===== config.mk =====
export PLATFORM = sky130hd
export DESIGN_NAME = mdio_station
export DESIGN_NICKNAME = d
export VERILOG_FILES = /design/src/rtl/mdio_station.sv
export SDC_FILE = /design/constraint.sdc
export NUM_CORES = 1
export LEC_CHECK = 0
export ABC_AREA = 1
export BUFFER_PORTS_ARGS = -buffer_cell sky130_fd_sc_hd__clkbuf_2
export CAP_MARGIN = 20
export CORE_MARGIN = 2
export CORE_UTILIZATION = 56
export CTS_CLUSTER_DIAMETER = 60
export DETAILED_ROUTE_END_ITERATION = 6
export PLACE_DENSITY = 0.81
export SYNTH_ARGS = -nofsm -noshare
export SYNTH_HDL_FRONTEND = slang
export SYNTH_SLANG_ARGS = --single-unit

===== constraint.sdc =====
create_clock -name clk -period 2.21 [get_ports clk]
set_input_delay 0.3315 -clock clk [delete_from_list [all_inputs] [get_ports clk]]
set_output_delay 0.3315 -clock clk [all_outputs]
set_load 0.05 [all_outputs]

===== src/rtl/mdio_station.sv =====
module mdio_station #(
  parameter int ADDR_W = 6,
  parameter int PRE_LEN = 32
) (
  input  logic              clk,
  input  logic              rst_n,
  input  logic              csr_we,
  input  logic [ADDR_W-1:0] csr_addr,
  input  logic [63:0]       csr_wdata,
  output logic [63:0]       csr_rdata,
  output logic              mdc,
  output logic              mdio_out,
  output logic              mdio_oe,
  input  logic              mdio_in
);
  localparam int FRM_LEN = 32;
  localparam int SH_W = PRE_LEN + FRM_LEN;
  localparam int CNT_W = $clog2(SH_W + 1);
  localparam logic [CNT_W-1:0] TA1_LEFT = CNT_W'(18);
  localparam logic [CNT_W-1:0] TA2_LEFT = CNT_W'(17);
  localparam logic [CNT_W-1:0] DAT_LEFT = CNT_W'(16);

  localparam logic [ADDR_W-1:0] A_CMD = ADDR_W'(8'h00);
  localparam logic [ADDR_W-1:0] A_WD  = ADDR_W'(8'h08);
  localparam logic [ADDR_W-1:0] A_RD  = ADDR_W'(8'h10);
  localparam logic [ADDR_W-1:0] A_CFG = ADDR_W'(8'h18);
  localparam logic [ADDR_W-1:0] A_EN  = ADDR_W'(8'h20);

  logic [4:0]  c_reg, c_phy;
  logic [1:0]  c_op;
  logic [15:0] wdat, rdat;
  logic        wr_pend, wr_val, rd_pend, rd_val;
  logic [7:0]  phase;
  logic [3:0]  samp;
  logic [4:0]  samp_hi;
  logic        pre_en, idle_lvl, samp_mode, c45, en;
  logic        busy, mdc_q, is_rd, ta_ok;
  logic [CNT_W-1:0] left;
  logic [SH_W-1:0]  sh;
  logic [7:0]  cnt;

  logic unused_bits;
  assign unused_bits = ^{csr_wdata[63:25], csr_wdata[23:21]};

  wire [4:0]  n_reg = csr_wdata[4:0];
  wire [4:0]  n_phy = csr_wdata[12:8];
  wire [1:0]  n_op  = csr_wdata[17:16];
  wire        n_rd  = c45 ? n_op[1] : n_op[0];
  wire [1:0]  w_op  = c45 ? n_op : (n_op[0] ? 2'b10 : 2'b01);
  wire [31:0] frame = {1'b0, ~c45, w_op, n_phy, n_reg,
                       n_rd ? 2'b11 : 2'b10, n_rd ? 16'hFFFF : wdat};
  wire accept = csr_we && csr_addr == A_CMD && en && !wr_pend && !rd_pend;
  wire tick   = busy && cnt == phase;

  always_ff @(posedge clk) begin
    if (!rst_n) begin
      {c_reg, c_phy, c_op, wdat, rdat} <= '0;
      {wr_pend, wr_val, rd_pend, rd_val} <= '0;
      {phase, samp, samp_hi, pre_en, idle_lvl, samp_mode, c45, en} <= '0;
      {busy, mdc_q, is_rd, ta_ok} <= '0;
      left <= '0;
      sh   <= '0;
      cnt  <= '0;
    end else begin
      if (csr_we) begin
        case (csr_addr)
          A_WD:  wdat <= csr_wdata[15:0];
          A_CFG: begin
            phase     <= csr_wdata[7:0];
            samp      <= csr_wdata[11:8];
            pre_en    <= csr_wdata[12];
            idle_lvl  <= csr_wdata[13];
            samp_mode <= csr_wdata[15];
            samp_hi   <= csr_wdata[20:16];
            c45       <= csr_wdata[24];
          end
          A_EN:    en <= csr_wdata[0];
          default: ;
        endcase
      end
      if (accept) begin
        c_reg <= n_reg;
        c_phy <= n_phy;
        c_op  <= n_op;
        busy  <= 1'b1;
        mdc_q <= 1'b0;
        cnt   <= '0;
        is_rd <= n_rd;
        ta_ok <= 1'b0;
        left  <= pre_en ? CNT_W'(SH_W) : CNT_W'(FRM_LEN);
        sh    <= pre_en ? {{PRE_LEN{1'b1}}, frame} : {frame, {PRE_LEN{1'b0}}};
        if (n_rd) begin
          rd_pend <= 1'b1;
          rd_val  <= 1'b0;
        end else begin
          wr_pend <= 1'b1;
          wr_val  <= 1'b0;
        end
      end else if (busy && !en) begin
        busy    <= 1'b0;
        rd_pend <= 1'b0;
        wr_pend <= 1'b0;
      end else if (busy) begin
        cnt <= tick ? '0 : cnt + 8'd1;
        if (tick && !mdc_q) begin
          mdc_q <= 1'b1;
          if (is_rd && left == TA2_LEFT) ta_ok <= !mdio_in;
          if (is_rd && left <= DAT_LEFT) rdat <= {rdat[14:0], mdio_in};
        end else if (tick) begin
          mdc_q <= 1'b0;
          sh    <= sh << 1;
          left  <= left - 1'b1;
          if (left == CNT_W'(1)) begin
            busy <= 1'b0;
            if (is_rd) begin
              rd_pend <= 1'b0;
              rd_val  <= ta_ok;
            end else begin
              wr_pend <= 1'b0;
              wr_val  <= 1'b1;
            end
          end
        end
      end
    end
  end

  assign mdc      = (busy && en) ? mdc_q : idle_lvl;
  assign mdio_oe  = busy && en && !(is_rd && left <= TA1_LEFT);
  assign mdio_out = mdio_oe & sh[SH_W-1];

  always_comb begin
    case (csr_addr)
      A_CMD:   csr_rdata = {46'd0, c_op, 3'd0, c_phy, 3'd0, c_reg};
      A_WD:    csr_rdata = {46'd0, wr_pend, wr_val, wdat};
      A_RD:    csr_rdata = {46'd0, rd_pend, rd_val, rdat};
      A_CFG:   csr_rdata = {39'd0, c45, 3'd0, samp_hi, samp_mode, 1'b0,
                            idle_lvl, pre_en, samp, phase};
      A_EN:    csr_rdata = {63'd0, en};
      default: csr_rdata = '0;
    endcase
  end
endmodule


==> qor.yml, run 1 <==
async_flop_share_pct: 0
met3_usage_pct: 6.99
fin_skew_ns: 0.00909
vias_per_cell: 5.61
synthTopCellsByArea: "dfxtp_1 (41%), o21ai_0 (9.6%), nor2_1 (7.8%)"
arrival_ns: 1.82
cts.htree.levels: 4
fin_crit_sh_pct: 97.1
grt_usage_pct: 29.3
grt_most_used_layer: "met2"
final_hold_viol_count: 0
fin_util_pct: 66.1
die_h_um: 119
vdd_drop_max_mv: 0.604
ios: 141
cellLeakagePower_nw: 3.61
syn_area_mm2: 0.00742
worstHoldStart: "mdio_in"
critPathLaunch: "csr_addr[1]"
clk_path_buf_depth: 2
route.detailed.drc: 0
synth_common_cells: "nor2_1 (155), dfxtp_1 (153), nand2_1 (146)"
start_kind: "primary input"
critical_path_required_ns: 1.88
status: "finished clean"
cp_max_fo: 15
grt_pass1_vias: 6799
grt_max_degree: 78
worstSkewPairLatency_ns: 0.44
r2r.worst_path.cells: 8
top_regs: "sh: 64 flops, rdat: 16 flops, wdat: 16 flops"
ant_nets: 0
cts_tree: "built"
dieArea_mm2: 0.0142
largest_reg_flops: 64
slew_viol_final: 0
worst_slew_pin_slew_ns: 0.806
crit_end: "csr_rdata[11]"
drive_above_1_share_pct: 12.9
r2r_setup_slack_ns: 0.16
grt_antenna_before_repair: 0
power_density_mw_per_mm2: 691
yosysTopAreaCellShare_pct: 41.3
drt_iter0_markers: 936
synth_seq_cells: 153
place_hpwl_um: 13200
crit_type: "primary input to output pin"
r2r_start: "wr_pend"
drv_cap: 0
grtUsageMet1_pct: 37.2
timing.rr.end: "cnt[7]"
num_vias: 7242
ys_seq_area_share_pct: 41.3
grt_util_met2_pct: 47.9
syn_to_final_growth_pct: 16.5
ys_warn_count: 0
initial_core_util_pct: 56.7
setup_viol: 0
wl_per_cell_um: 15.8
port_buffers: 56
numCtsBuffers: 17
die_w_um: 119
cts_sinks: 153
postSynthCellCount: 1049
path_clk_slew_ns: 0.06
ys.flop_type: "dfxtp_1"
dp_worst_setup_slack_ns: -0.0710
rows: 42
end_kind: "output pin"
synth_cell_types: 40
post-route-min-period_ns: 2.15
drt-total-wl_um: 20400
max-slew-margin-rel_pct: 46.2
worstHoldPathType: "primary input to flip-flop"
coreArea_mm2: 0.0131
antenna_cells: 0
yosysMostFrequentCell: "nor2_1"
cts-root-buf: "clkbuf_16"
gp_congestion: 0.889
nets: 1180
largest-register: "sh"
dr.pass1.iters: 5
yosysTopAreaCell: "dfxtp_1"
syn_area_per_cell_um2: 7.07
synth_edf_count: 0
overflow: 0
setup_ws_ns: 0.0631
grt_pass1_wl_um: 33100
fmaxAchievable_mhz: 466
-- worst min-delay path by stage --
stage | end | depth (start not counted)
after detailed placement | sh[31] | 2
after global routing | samp_mode | 3
after global placement | samp_hi[3] | 2
after floorplan | left[1] | 2
final | rdat[0] | 3
after CTS | samp_mode | 3
-- through the flow --
step / hold WS [ns] / TNS, ns / instance area, um^2 / cells / total power, mW
global placement: 0.442 / 0 / 8010 / 1255 / 3.16
global route: 0.167 / -0.00663 / 8640 / 1290 / 6.13
floorplan: 0.428 / -0.393 / 7580 / 1090 / 3.13
finish: 0.128 / 0 / 8640 / 1290 / 5.97
detailed placement: 0.447 / -0.166 / 8010 / 1255 / 3.17
CTS: 0.127 / 0 / 8600 / 1287 / 5.97
-- layer usage --
layer / vias to the layer above / part of all wire [%]
li1: 3488 / -
met1: 3362 / 42
met2: 343 / 47
met3: 49 / 8.2
met4: 0 / 2.9
met5: - / 0
-- critical path: stages --
cell and delay (ns):
clkbuf_2 0.08, nor2_1 0.21, nand2_1 0.13, nor2_4 0.13, nand2_2 0.27, o22ai_1 0.21, a21oi_1 0.06, o21ai_0 0.19
buf_12 0.20
-- kinds of logic (layout without fill, tap and decap cells) --
group	count (synthesis)	in the layout	share of synthesized area (%)
simple gates	385	386	22.1
compound gates	295	295	21.6
buf+inv	202	225	13.2
flops	153	153	41.3
xor+xnor	9	9	1.06
fa+ha+maj	4	4	0.675
other cells	1	42	0.0505
-- repair_timing --
item                                    CTS  global route
buffers inserted                          0             3
cloned                                    1             0
pin swaps                                 0             3
endpoints found under the setup margin   16            19
hold buffers                              0             0
resized for setup                         1             3
-- cells in the final DEF, fill, tap and decap left out, drive strengths merged, types with 3 or more instances in the layout --
| cell | instances |
|---|---|
| a211oi | 15 |
| a21oi | 83 |
| buf | 54 |
| clkbuf | 63 |
| clkinv | 5 |
| conb | 42 |
| dfxtp | 153 |
| ha | 4 |
| inv | 99 |
| nand2 | 149 |
| nand3 | 59 |
| nand4 | 3 |
| nor2 | 161 |
| nor3 | 10 |
| o211a | 4 |
| o21ai | 165 |
| o221ai | 5 |
| o22ai | 17 |
| xor2 | 8 |
-- power breakdown --
part	switching, mW	internal, mW	total (mW)
combinational	0.289	0.0561	0.345
sequential	0.00420	2.76	2.77
clock	1.12	1.73	2.86
total	1.42	4.55	5.97
-- final cells by class --
cell class / count / area, um^2
Multi-Input combinational cell: 736 / 3560
Clock inverter: 8 / 95.1
Clock buffer: 23 / 478
Tap cell: 176 / 220
Timing Repair Buffer: 94 / 856
Sequential cell: 153 / 3060
Fill cell: 1128 / 4440
Inverter: 100 / 375
Power figures use the tool's default switching activity.
==> run 2: changes to the inputs <==
CORE_UTILIZATION = 58   (was 56)
CTS_BUF_LIST = sky130_fd_sc_hd__clkbuf_4   (was not set)
PLACE_DENSITY = 0.83   (was 0.81)
TNS_END_PERCENT = 20   (was not set)
==> run 2 against run 1 <==
Final area down 3.2%. Clock power down 35%. Register-to-register slack about the same. Routed wire length down 3.0%. Worst hold slack worse by 0.091 ns.
==> qor.yml, run 2 (synthesis gave the netlist of run 1 again) <==
die_h_um: 117
numCtsBuffers: 17
grt_antenna_before_repair: 0
cellLeakagePower_nw: 3.46
dr.pass1.iters: 5
die_w_um: 117
syn_to_final_growth_pct: 12.8
grt_usage_pct: 29.8
overflow: 0
rows: 41
r2r_start: "cnt[5]"
fin_total_pwr_mw: 4.96
max_stage_delay_ns: 0.43
largest-register: "sh"
postCtsHoldBufs: 0
r2r.worst_path.cells: 12
grt_most_used_layer: "met2"
grt_pass1_vias: 6425
wl_per_cell_um: 15.4
cts-root-buf: "clkbuf_4"
drive_above_1_share_pct: 13.1
post-route-min-period_ns: 2.21
crit_type: "flip-flop to output pin"
cts_tree: "built"
num_vias: 7156
clk_path_buf_depth: 2
setup_viol: 0
top_regs: "sh: 64 flops, rdat: 16 flops, wdat: 16 flops"
vias_per_cell: 5.57
initial_core_util_pct: 59.0
rsz0062_at_grt: "yes"
drt-total-wl_um: 19800
place_hpwl_um: 13200
critPathBufInv: 2
drv_cap: 0
worst_slew_pin_slew_ns: 0.838
worstHoldStart: "csr_wdata[19]"
setup-tns-final_ns: 0
ant_nets: 0
hold_depth: 3
status: "finished clean"
power_density_mw_per_mm2: 592
vdd_drop_max_mv: 0.506
crit_chain: "buf_4 -> nand2_2 -> o21ai_0 -> clkbuf_4"
largest_reg_flops: 64
final_common_cell: "nor2_1"
whs_endpoint: "samp_hi[3]"
nets: 1176
critPathSlowestCell: "dfxtp_1"
cts.htree.levels: 4
drt_iter0_markers: 795
fmaxAchievable_mhz: 453
dieArea_mm2: 0.0137
met3_usage_pct: 6.28
r2r_setup_slack_ns: 0.15
cts_sinks: 153
worstHoldPathType: "primary input to flip-flop"
cp_top_family: "buffers and inverters"
grt_max_degree: 98
grt_util_met2_pct: 45.9
slew_viol_final: 0
mostFrequentLayoutCells: "nor2_1 (155), dfxtp_1 (151), nand2_1 (145)"
worstSkewPairLatency_ns: 0.56
ios: 141
route.detailed.drc: 0
grt_pass1_wl_um: 31700
timing.rr.end: "sh[55]"
coreArea_mm2: 0.0126
cp_max_fo: 9
fin_crit_sh_pct: 99.8
final_hold_viol_count: 0
path_clk_slew_ns: 0.14
max-slew-margin-rel_pct: 44.1
critical_path_required_ns: 1.88
fin_skew_ns: 0.0188
arrival_ns: 1.87
port_buffers: 56
start_kind: "flip-flop"
gp_congestion: 0.936
end_kind: "output pin"
grtUsageMet1_pct: 40.7
run 2: final cells by class:
type / instances / area [um^2]
Antenna cell: 1 / 2.50
Clock buffer: 18 / 135
Clock inverter: 14 / 173
Fill cell: 1063 / 4200
Inverter: 100 / 375
Multi-Input combinational cell: 736 / 3560
Sequential cell: 153 / 3070
Tap cell: 172 / 215
Timing Repair Buffer: 90 / 841
run 2: stage by stage:
stage	hold WS (ns)	util (%)	instance area [um^2]	setup slack, ns	instances
floorplan	0.428	-	7580	-0.0868	1090
global placement	0.441	63.5	7980	0.00281	1248
detailed placement	0.450	63.5	7980	-0.0885	1248
CTS	0.0198	66.1	8310	-0.00122	1281
global route	0.0183	66.6	8360	-0.0557	1283
finish	0.0367	66.6	8370	0.00404	1284
run 2: per-layer routing:
metal  part of all wire [%]  vias to the layer above  wire (um)
li1                       -                     3477          -
met1                     42                     3264       8270
met2                     45                      362       8900
met3                    9.8                       53       1940
met4                    3.3                        0        654
met5                      0                        -          0
run 2: worst min-delay path, cell delays in order:
cell and delay, ns:
clkbuf_2 0.07, o21ai_0 0.07, a21oi_1 0.10
run 2: power by group:
part | total, mW | internal, mW | switching (mW)
Clock | 1.85 | 0.800 | 1.05
Combinational | 0.342 | 0.0557 | 0.287
Sequential | 2.77 | 2.76 | 0.00501
Total | 4.96 | 3.62 | 1.34
run 2: worst max path at each step:
stage                              end        start  slack (ns)  cells after the start
after CTS                      rdat[6]       cnt[5]      -0.001                     10
final                              mdc           en       0.004                      4
after global routing      csr_rdata[3]  csr_addr[1]       -0.06                     10
after detailed placement       rdat[6]       cnt[5]       -0.09                     10
after global placement        rdat[15]       cnt[0]       0.003                     10
after floorplan           csr_rdata[0]  csr_addr[1]       -0.09                      6
run 2: repair_timing:
item | CTS | global route
gates resized for setup | 2 | 8
endpoints found under the hold margin | 0 | 0
buffers inserted | 0 | 2
gates cloned | 1 | 0
setup endpoints to repair | 17 | 31
pin swaps | 1 | 2
